--- src/rtl/tod_pkg.sv ---
`timescale 1ns/1ps
package tod_pkg;

  // Action codes held in bits [1:0] of the control word.
  typedef enum logic [1:0] {
    ACT_IDLE  = 2'd0,
    ACT_SAVE  = 2'd1,
    ACT_LOAD  = 2'd2,
    ACT_DELTA = 2'd3
  } todAction_e;

  // Register addresses.
  localparam logic [1:0] ADDR_CTRL   = 2'd0;
  localparam logic [1:0] ADDR_SEC_HI = 2'd1;
  localparam logic [1:0] ADDR_SEC_LO = 2'd2;
  localparam logic [1:0] ADDR_NSEC   = 2'd3;

  // Strobes passed from control to datapath.
  typedef struct packed {
    logic doSave;
    logic doLoad;
    logic doDelta;
    logic wrSecHi;
    logic wrSecLo;
    logic wrNsec;
  } todStrobe_t;

endpackage

--- src/rtl/tod_ctrl.sv ---
`timescale 1ns/1ps
module tod_ctrl
  import tod_pkg::*;
(
  input  logic       clk,
  input  logic       rstN,
  input  logic       busWrEn,
  input  logic [1:0] busAddr,
  input  logic [1:0] actCode,
  output todStrobe_t strobe,
  output todAction_e action
);

  todAction_e actReg;
  logic       ctrlWrite;

  assign ctrlWrite = busWrEn && (busAddr == ADDR_CTRL);

  // The action is held for one cycle, applied at the next edge, then cleared.
  always_ff @(posedge clk or negedge rstN) begin
    if (!rstN) begin
      actReg <= ACT_IDLE;
    end else if (ctrlWrite) begin
      actReg <= todAction_e'(actCode);
    end else begin
      actReg <= ACT_IDLE;
    end
  end

  always_comb begin
    strobe.doSave  = (actReg == ACT_SAVE);
    strobe.doLoad  = (actReg == ACT_LOAD);
    strobe.doDelta = (actReg == ACT_DELTA);
    strobe.wrSecHi = busWrEn && (busAddr == ADDR_SEC_HI);
    strobe.wrSecLo = busWrEn && (busAddr == ADDR_SEC_LO);
    strobe.wrNsec  = busWrEn && (busAddr == ADDR_NSEC);
  end

  assign action = actReg;

  // An action not renewed by a fresh control write is gone one cycle later.
  assert_action_idle_R10: assert property (@(posedge clk) disable iff (!rstN)
    (actReg != ACT_IDLE && !ctrlWrite) |=> (actReg == ACT_IDLE));

endmodule

--- src/rtl/tod_datapath.sv ---
`timescale 1ns/1ps
module tod_datapath
  import tod_pkg::*;
#(
  parameter int SEC_W      = 48,
  parameter int NS_W       = 30,
  parameter int INC_W      = 8,
  parameter int DATA_W     = 32,
  parameter int NS_PER_SEC = 1000000000,
  parameter int NEG_SPAN   = 16,
  parameter int CORR_EN    = 1
) (
  input  logic                      clk,
  input  logic                      rstN,
  input  todStrobe_t                strobe,
  input  logic [DATA_W-1:0]         busWdata,
  input  logic [INC_W-1:0]          incNs,
  input  logic                      corrValid,
  input  logic                      corrSlow,
  output logic [SEC_W-1:0]          liveSec,
  output logic [NS_W-1:0]           liveNs,
  output logic                      secPulse,
  output logic [SEC_W-DATA_W-1:0]   shadowSecHi,
  output logic [DATA_W-1:0]         shadowSecLo,
  output logic [NS_W-1:0]           shadowNs
);

  localparam int SEC_HI_W = SEC_W - DATA_W;
  localparam int SUM_W    = NS_W + 2;
  localparam logic [NS_W-1:0]         NEG_FLOOR = NS_W'((2 ** NS_W) - NEG_SPAN);
  localparam logic signed [SUM_W-1:0] ONE_SEC   = SUM_W'(NS_PER_SEC);
  localparam logic signed [SUM_W-1:0] LOW_LIM   = SUM_W'(-NEG_SPAN);

  logic signed [SUM_W-1:0] curNs;
  logic signed [SUM_W-1:0] incTerm;
  logic signed [SUM_W-1:0] corrTerm;
  logic signed [SUM_W-1:0] deltaTerm;
  logic signed [SUM_W-1:0] sum;
  logic                    carry;
  logic                    borrow;
  logic                    pulseNext;
  logic [NS_W-1:0]         nsNext;
  logic [SEC_W-1:0]        secNext;

  // Decode the stored field: the top NEG_SPAN codes stand for -NEG_SPAN..-1.
  always_comb begin
    if (liveNs >= NEG_FLOOR) begin
      curNs = $signed({2'b11, liveNs});
    end else begin
      curNs = $signed({2'b00, liveNs});
    end
  end

  assign incTerm = $signed({{(SUM_W - INC_W){1'b0}}, incNs});

  generate
    if (CORR_EN != 0) begin : g_corr
      always_comb begin
        if (!corrValid) begin
          corrTerm = '0;
        end else if (corrSlow) begin
          corrTerm = {SUM_W{1'b1}};
        end else begin
          corrTerm = SUM_W'(1);
        end
      end
    end else begin : g_noCorr
      assign corrTerm = '0;
    end
  endgenerate

  assign deltaTerm = strobe.doDelta ? $signed({{2{shadowNs[NS_W-1]}}, shadowNs})
                                    : '0;

  assign sum = curNs + incTerm + corrTerm + deltaTerm;

  // Normalize into one second, keeping the small negative window.
  always_comb begin
    carry  = 1'b0;
    borrow = 1'b0;
    nsNext = NS_W'(sum);
    if (sum >= ONE_SEC) begin
      carry  = 1'b1;
      nsNext = NS_W'(sum - ONE_SEC);
    end else if (sum < LOW_LIM) begin
      borrow = 1'b1;
      nsNext = NS_W'(sum + ONE_SEC);
    end
  end

  always_comb begin
    if (carry) begin
      secNext = liveSec + SEC_W'(1);
    end else if (borrow) begin
      secNext = liveSec - SEC_W'(1);
    end else begin
      secNext = liveSec;
    end
  end

  assign pulseNext = carry || ((curNs < 0) && (sum >= 0));

  // Live time.
  always_ff @(posedge clk or negedge rstN) begin
    if (!rstN) begin
      liveSec  <= '0;
      liveNs   <= '0;
      secPulse <= 1'b0;
    end else if (strobe.doLoad) begin
      liveSec  <= {shadowSecHi, shadowSecLo};
      liveNs   <= shadowNs;
      secPulse <= 1'b0;
    end else begin
      liveSec  <= secNext;
      liveNs   <= nsNext;
      secPulse <= pulseNext;
    end
  end

  // Access words; a save overrides any bus write in the same cycle.
  always_ff @(posedge clk or negedge rstN) begin
    if (!rstN) begin
      shadowSecHi <= '0;
      shadowSecLo <= '0;
      shadowNs    <= '0;
    end else if (strobe.doSave) begin
      shadowSecHi <= liveSec[SEC_W-1:DATA_W];
      shadowSecLo <= liveSec[DATA_W-1:0];
      shadowNs    <= liveNs;
    end else begin
      if (strobe.wrSecHi) shadowSecHi <= busWdata[SEC_HI_W-1:0];
      if (strobe.wrSecLo) shadowSecLo <= busWdata;
      if (strobe.wrNsec)  shadowNs    <= busWdata[NS_W-1:0];
    end
  end

  assert_save_coherent_R5: assert property (@(posedge clk) disable iff (!rstN)
    strobe.doSave |=> ({shadowSecHi, shadowSecLo} == $past(liveSec)
                       && shadowNs == $past(liveNs)));

  assert_load_applies_R6: assert property (@(posedge clk) disable iff (!rstN)
    strobe.doLoad |=> (liveSec == $past({shadowSecHi, shadowSecLo})
                       && liveNs == $past(shadowNs)));

  assert_ns_range_R2: assert property (@(posedge clk) disable iff (!rstN)
    !strobe.doLoad |=> (liveNs < NS_W'(NS_PER_SEC) || liveNs >= NEG_FLOOR));

  assert_carry_pulse_R3: assert property (@(posedge clk) disable iff (!rstN)
    (!strobe.doLoad && secNext == liveSec + SEC_W'(1)) |=> secPulse);

endmodule

--- src/rtl/tod_counter.sv ---
`timescale 1ns/1ps
module tod_counter
  import tod_pkg::*;
#(
  parameter int SEC_W      = 48,
  parameter int NS_W       = 30,
  parameter int INC_W      = 8,
  parameter int DATA_W     = 32,
  parameter int NS_PER_SEC = 1000000000,
  parameter int NEG_SPAN   = 16,
  parameter int CORR_EN    = 1
) (
  input  logic              clk,
  input  logic              rstN,
  input  logic [INC_W-1:0]  incNs,
  input  logic              corrValid,
  input  logic              corrSlow,
  input  logic              busWrEn,
  input  logic [1:0]        busAddr,
  input  logic [DATA_W-1:0] busWdata,
  output logic [DATA_W-1:0] busRdata,
  output logic [SEC_W-1:0]  liveSec,
  output logic [NS_W-1:0]   liveNs,
  output logic              secPulse
);

  localparam int SEC_HI_W = SEC_W - DATA_W;

  todStrobe_t            strobe;
  todAction_e            action;
  logic [SEC_HI_W-1:0]   shadowSecHi;
  logic [DATA_W-1:0]     shadowSecLo;
  logic [NS_W-1:0]       shadowNs;

  tod_ctrl u_ctrl (
    .clk     (clk),
    .rstN    (rstN),
    .busWrEn (busWrEn),
    .busAddr (busAddr),
    .actCode (busWdata[1:0]),
    .strobe  (strobe),
    .action  (action)
  );

  tod_datapath #(
    .SEC_W      (SEC_W),
    .NS_W       (NS_W),
    .INC_W      (INC_W),
    .DATA_W     (DATA_W),
    .NS_PER_SEC (NS_PER_SEC),
    .NEG_SPAN   (NEG_SPAN),
    .CORR_EN    (CORR_EN)
  ) u_datapath (
    .clk         (clk),
    .rstN        (rstN),
    .strobe      (strobe),
    .busWdata    (busWdata),
    .incNs       (incNs),
    .corrValid   (corrValid),
    .corrSlow    (corrSlow),
    .liveSec     (liveSec),
    .liveNs      (liveNs),
    .secPulse    (secPulse),
    .shadowSecHi (shadowSecHi),
    .shadowSecLo (shadowSecLo),
    .shadowNs    (shadowNs)
  );

  always_comb begin
    case (busAddr)
      ADDR_CTRL:   busRdata = {{(DATA_W - 2){1'b0}}, action};
      ADDR_SEC_HI: busRdata = {{(DATA_W - SEC_HI_W){1'b0}}, shadowSecHi};
      ADDR_SEC_LO: busRdata = shadowSecLo;
      default:     busRdata = {{(DATA_W - NS_W){1'b0}}, shadowNs};
    endcase
  end

endmodule

--- config.mk ---
export PLATFORM = sky130hd
export DESIGN_NAME = tod_counter
export DESIGN_NICKNAME = d
export VERILOG_FILES = /design/src/rtl/tod_pkg.sv /design/src/rtl/tod_ctrl.sv /design/src/rtl/tod_datapath.sv /design/src/rtl/tod_counter.sv
export SDC_FILE = /design/constraint.sdc
export NUM_CORES = 1
export LEC_CHECK = 0
export BUFFER_PORTS_ARGS = -buffer_cell sky130_fd_sc_hd__buf_4
export CORE_ASPECT_RATIO = 1.4
export CORE_UTILIZATION = 35
export DETAILED_ROUTE_END_ITERATION = 7
export PLACE_DENSITY = 0.56
export SYNTH_ARGS = -nofsm -noshare
export SYNTH_HDL_FRONTEND = slang
export SYNTH_SLANG_ARGS = --single-unit
--- constraint.sdc ---
create_clock -name clk -period 11.2 [get_ports clk]
set_clock_uncertainty 0.05 [all_clocks]
set_input_delay 1.12 -clock clk [delete_from_list [all_inputs] [get_ports clk]]
set_output_delay 1.12 -clock clk [all_outputs]
set_load 0.005 [all_outputs]
==> results.py <==
metrics = {
    "drt": {
        "drtAntennaViolNets": 0,
        "drtIter0Drc": 1028,
        "totalWireLength_mm": 55.0,
        "vias": 13890,
        "wl_per_cell_um": 22.7,
        "viasPerCell": 5.74,
        "route.detailed.drc": 0,
        "drt_first_pass_iters": 5,
    },
    "sta": {
        "tns_ns": 0,
        "drv_slew": 0,
        "fmax_ghz": 0.104,
        "final-setup-viol-count": 0,
        "max-slew-margin-rel_pct": 26.7,
        "finalCriticalPeriod_ns": 9.62,
        "worst_pin_slew_ns": 1.10,
        "rsz0062_at_grt": "false",
        "hold_violations": 0,
        "period_share_pct": 85.9,
    },
    "global_route": {
        "grt_busiest_layer": "met2",
        "grt_max_degree": 91,
        "grt_first_pass_wirelength_mm": 84.0,
        "grt_pass1_vias": 14199,
        "grt_util_met1_pct": 30.0,
        "gr-total-overflow": 0,
        "use_met2_pct": 47.0,
        "grt.met3_usage_pct": 1.94,
        "grt_usage_pct": 25.8,
        "grt_antenna_before_repair": 0,
    },
    "layout": {
        "final_cell_mix": "nand2_1, buf_4, dfrtp_1",
        "nNetsFinal": 2054,
        "drive_above_1_share_pct": 14.0,
        "layout_commonest_cell": "nand2_1",
        "syn_to_final_growth_pct": 15.2,
        "fillers": 4246,
        "antenna_cells": 0,
    },
    "clock_network": {
        "clk_path_buf_depth": 2,
        "post_cts_buffers": 0,
        "cts_resized": 0,
        "clk_pin_slew_ns": 0.07,
        "holdBufCountCts": 0,
        "ctsRootBufferMaster": "clkbuf_16",
        "clk_latency_ns": 0.45,
        "cts_tree": "built",
        "cts.sinks": 159,
        "htree_levels": 4,
        "numCtsBuffers": 17,
    },
    "job": {
        "drv_cap": 0,
    },
    "hold_path": {
        "hp-start": "u_datapath.liveNs[1]$_DFF_PN0_",
        "hp-class": "reg -> reg",
        "holdPathStages": 2,
        "whs_endpoint": "u_datapath.shadowNs[1]$_DFFE_PN0P_",
    },
    "setup_path": {
        "reg2reg_depth": 33,
        "cp.required_ns": 11.52,
        "critPathKind": "in -> reg",
        "cp_slowest_cell": "o31ai_1",
        "worstPathArrival_ns": 9.94,
        "r2r_setup_slack_ns": 1.77,
        "endpoint_kind": "flip-flop",
        "rr_startpoint": "u_ctrl.action[1]$_DFF_PN0_",
        "cp-start-kind": "input port",
        "critPathMaxStageDelay_ns": 0.71,
        "cp_common_cell": "buf_4",
        "cp_max_fo": 15,
        "r2r_end": "u_datapath.liveSec[42]$_DFFE_PN0P_",
    },
    "synth": {
        "ys_ff_latch": 159,
        "syn_inst": 1764,
        "synth_top_area_share_pct": 27.0,
        "syn_area_per_cell_sq_um": 8.35,
        "synthArstFlopShare_pct": 100,
        "ys_warn_count": 0,
        "synth.area.top_cells": "dfrtp_1, ha_1, nand2_1, mux2i_1, fa_1",
        "synth-edff-count": 0,
        "synth_top_flop_cell": "dfrtp_1",
        "ys_types": 91,
        "yosysSeqAreaShare_pct": 27.0,
        "synth_fp_nets": 1953,
        "yosys.area.top_type": "dfrtp_1",
        "syn-cell-area_sq_um": 14700,
    },
    "floorplan": {
        "io_pins": 158,
        "die_x_um": 175,
        "die_area_sq_um": 42900,
        "start_util_pct": 35.6,
        "rows": 88,
        "die_y_um": 245,
        "fp.coreArea_sq_um": 41400,
    },
    "placed_design": {
        "port_buffers": 157,
        "place_hpwl_mm": 43.2,
        "gp_congestion": 0.911,
    },
    "run_status": {
        "status": "completed",
    },
}
[layer usage]
metal | vias to the layer above | routed length, um
met5 | - | 0
met4 | 0 | 2660
met3 | 113 | 1760
met2 | 378 | 28500
met1 | 6814 | 22100
li1 | 6585 | -
[cells in the mapped netlist, types with 5 or more instances]
master,n
a211oi_1,11
a21o_1,45
a21oi_1,102
a22o_1,15
a311oi_1,5
a31oi_1,43
and2_1,14
and3_1,40
and4_1,7
buf_1,13
buf_2,10
buf_6,5
clkbuf_1,69
dfrtp_1,159
fa_1,40
ha_1,102
inv_1,69
mux2_2,19
mux2i_1,96
nand2_1,263
nand2b_1,13
nand3_1,35
nand3b_1,6
nand4_1,24
nor2_1,109
nor2b_1,26
nor3_1,26
nor4_1,6
o211ai_1,26
o21a_1,11
o21ai_0,147
o21ai_1,10
o31a_1,6
o31ai_1,11
o32ai_1,6
or3_1,6
xnor2_1,43
xor2_1,29
[metrics by stage]
stage	instance area (sq um)	std cells	hold WS, ns	worst slack, ns	util (%)
floorplan	14700	1764	0.416	1.78	-
global placement	16400	2386	0.441	1.40	39.6
detailed placement	16400	2386	0.453	1.32	39.6
CTS	17000	2418	0.471	1.75	41.0
global route	17000	2418	0.483	1.04	41.0
finish	17000	2418	0.477	1.58	41.0
[state kept, by name, summed over array words and instances (netlist names)]
register                cells
u_datapath.liveSec         48
u_datapath.shadowSecLo     32
u_datapath.liveNs          30
u_datapath.shadowNs        30
u_datapath.shadowSecHi     16
u_ctrl.action               2
u_datapath.secPulse         1
[area by class of cell]
| cell class | count | area [sq um] | area share, % |
|---|---|---|---|
| sequential | 159 | 3980 | 23.5 |
| timing repair buffer | 182 | 1370 | 8.08 |
| clock buffer | 21 | 440 | 2.60 |
| multi-input combinational | 1435 | 10100 | 59.5 |
| tap | 540 | 676 | 3.98 |
| inverter | 70 | 263 | 1.55 |
| clock inverter | 11 | 134 | 0.789 |
[worst max-delay path: cells and delay by family]
| kind | cells | cell delay [ns] |
|---|---|---|
| buffers and inverters | 8 | 1.98 |
| adder cells (fa/ha/maj) | 4 | 1.47 |
| XOR/XNOR | 1 | 0.16 |
| AO/OA/AOI/OAI | 13 | 3.99 |
| AND/OR/NAND/NOR | 7 | 1.16 |
[how the worst max path moves through the flow]
stage,endpoint,cells past startpoint,slack [ns],start
6_report,u_datapath.liveSec[42]$_DFFE_PN0P_,33,1.58,corrValid
2_1_floorplan,u_datapath.liveSec[42]$_DFFE_PN0P_,29,1.78,corrValid
4_1_cts,u_datapath.liveSec[42]$_DFFE_PN0P_,32,1.75,corrValid
3_5_place_dp,u_datapath.liveSec[42]$_DFFE_PN0P_,32,1.32,corrValid
3_3_place_gp,u_datapath.liveSec[42]$_DFFE_PN0P_,31,1.40,corrValid
5_1_grt,u_datapath.liveSec[47]$_DFFE_PN0P_,33,1.04,corrValid
[cells by family after synthesis]
family / after synthesis / synth area share (%)
AO/OA/AOI/OAI: 508 / 22.5
XOR/XNOR: 72 / 4.28
adder cells (fa/ha/maj): 142 / 14.1
buffers and inverters: 170 / 4.73
flip-flops: 159 / 27.0
multiplexers: 117 / 8.28
AND/OR/NAND/NOR: 596 / 19.1
Power is not shown: default switching activity piles up to over one toggle a cycle in this logic, so the estimate is an artifact.
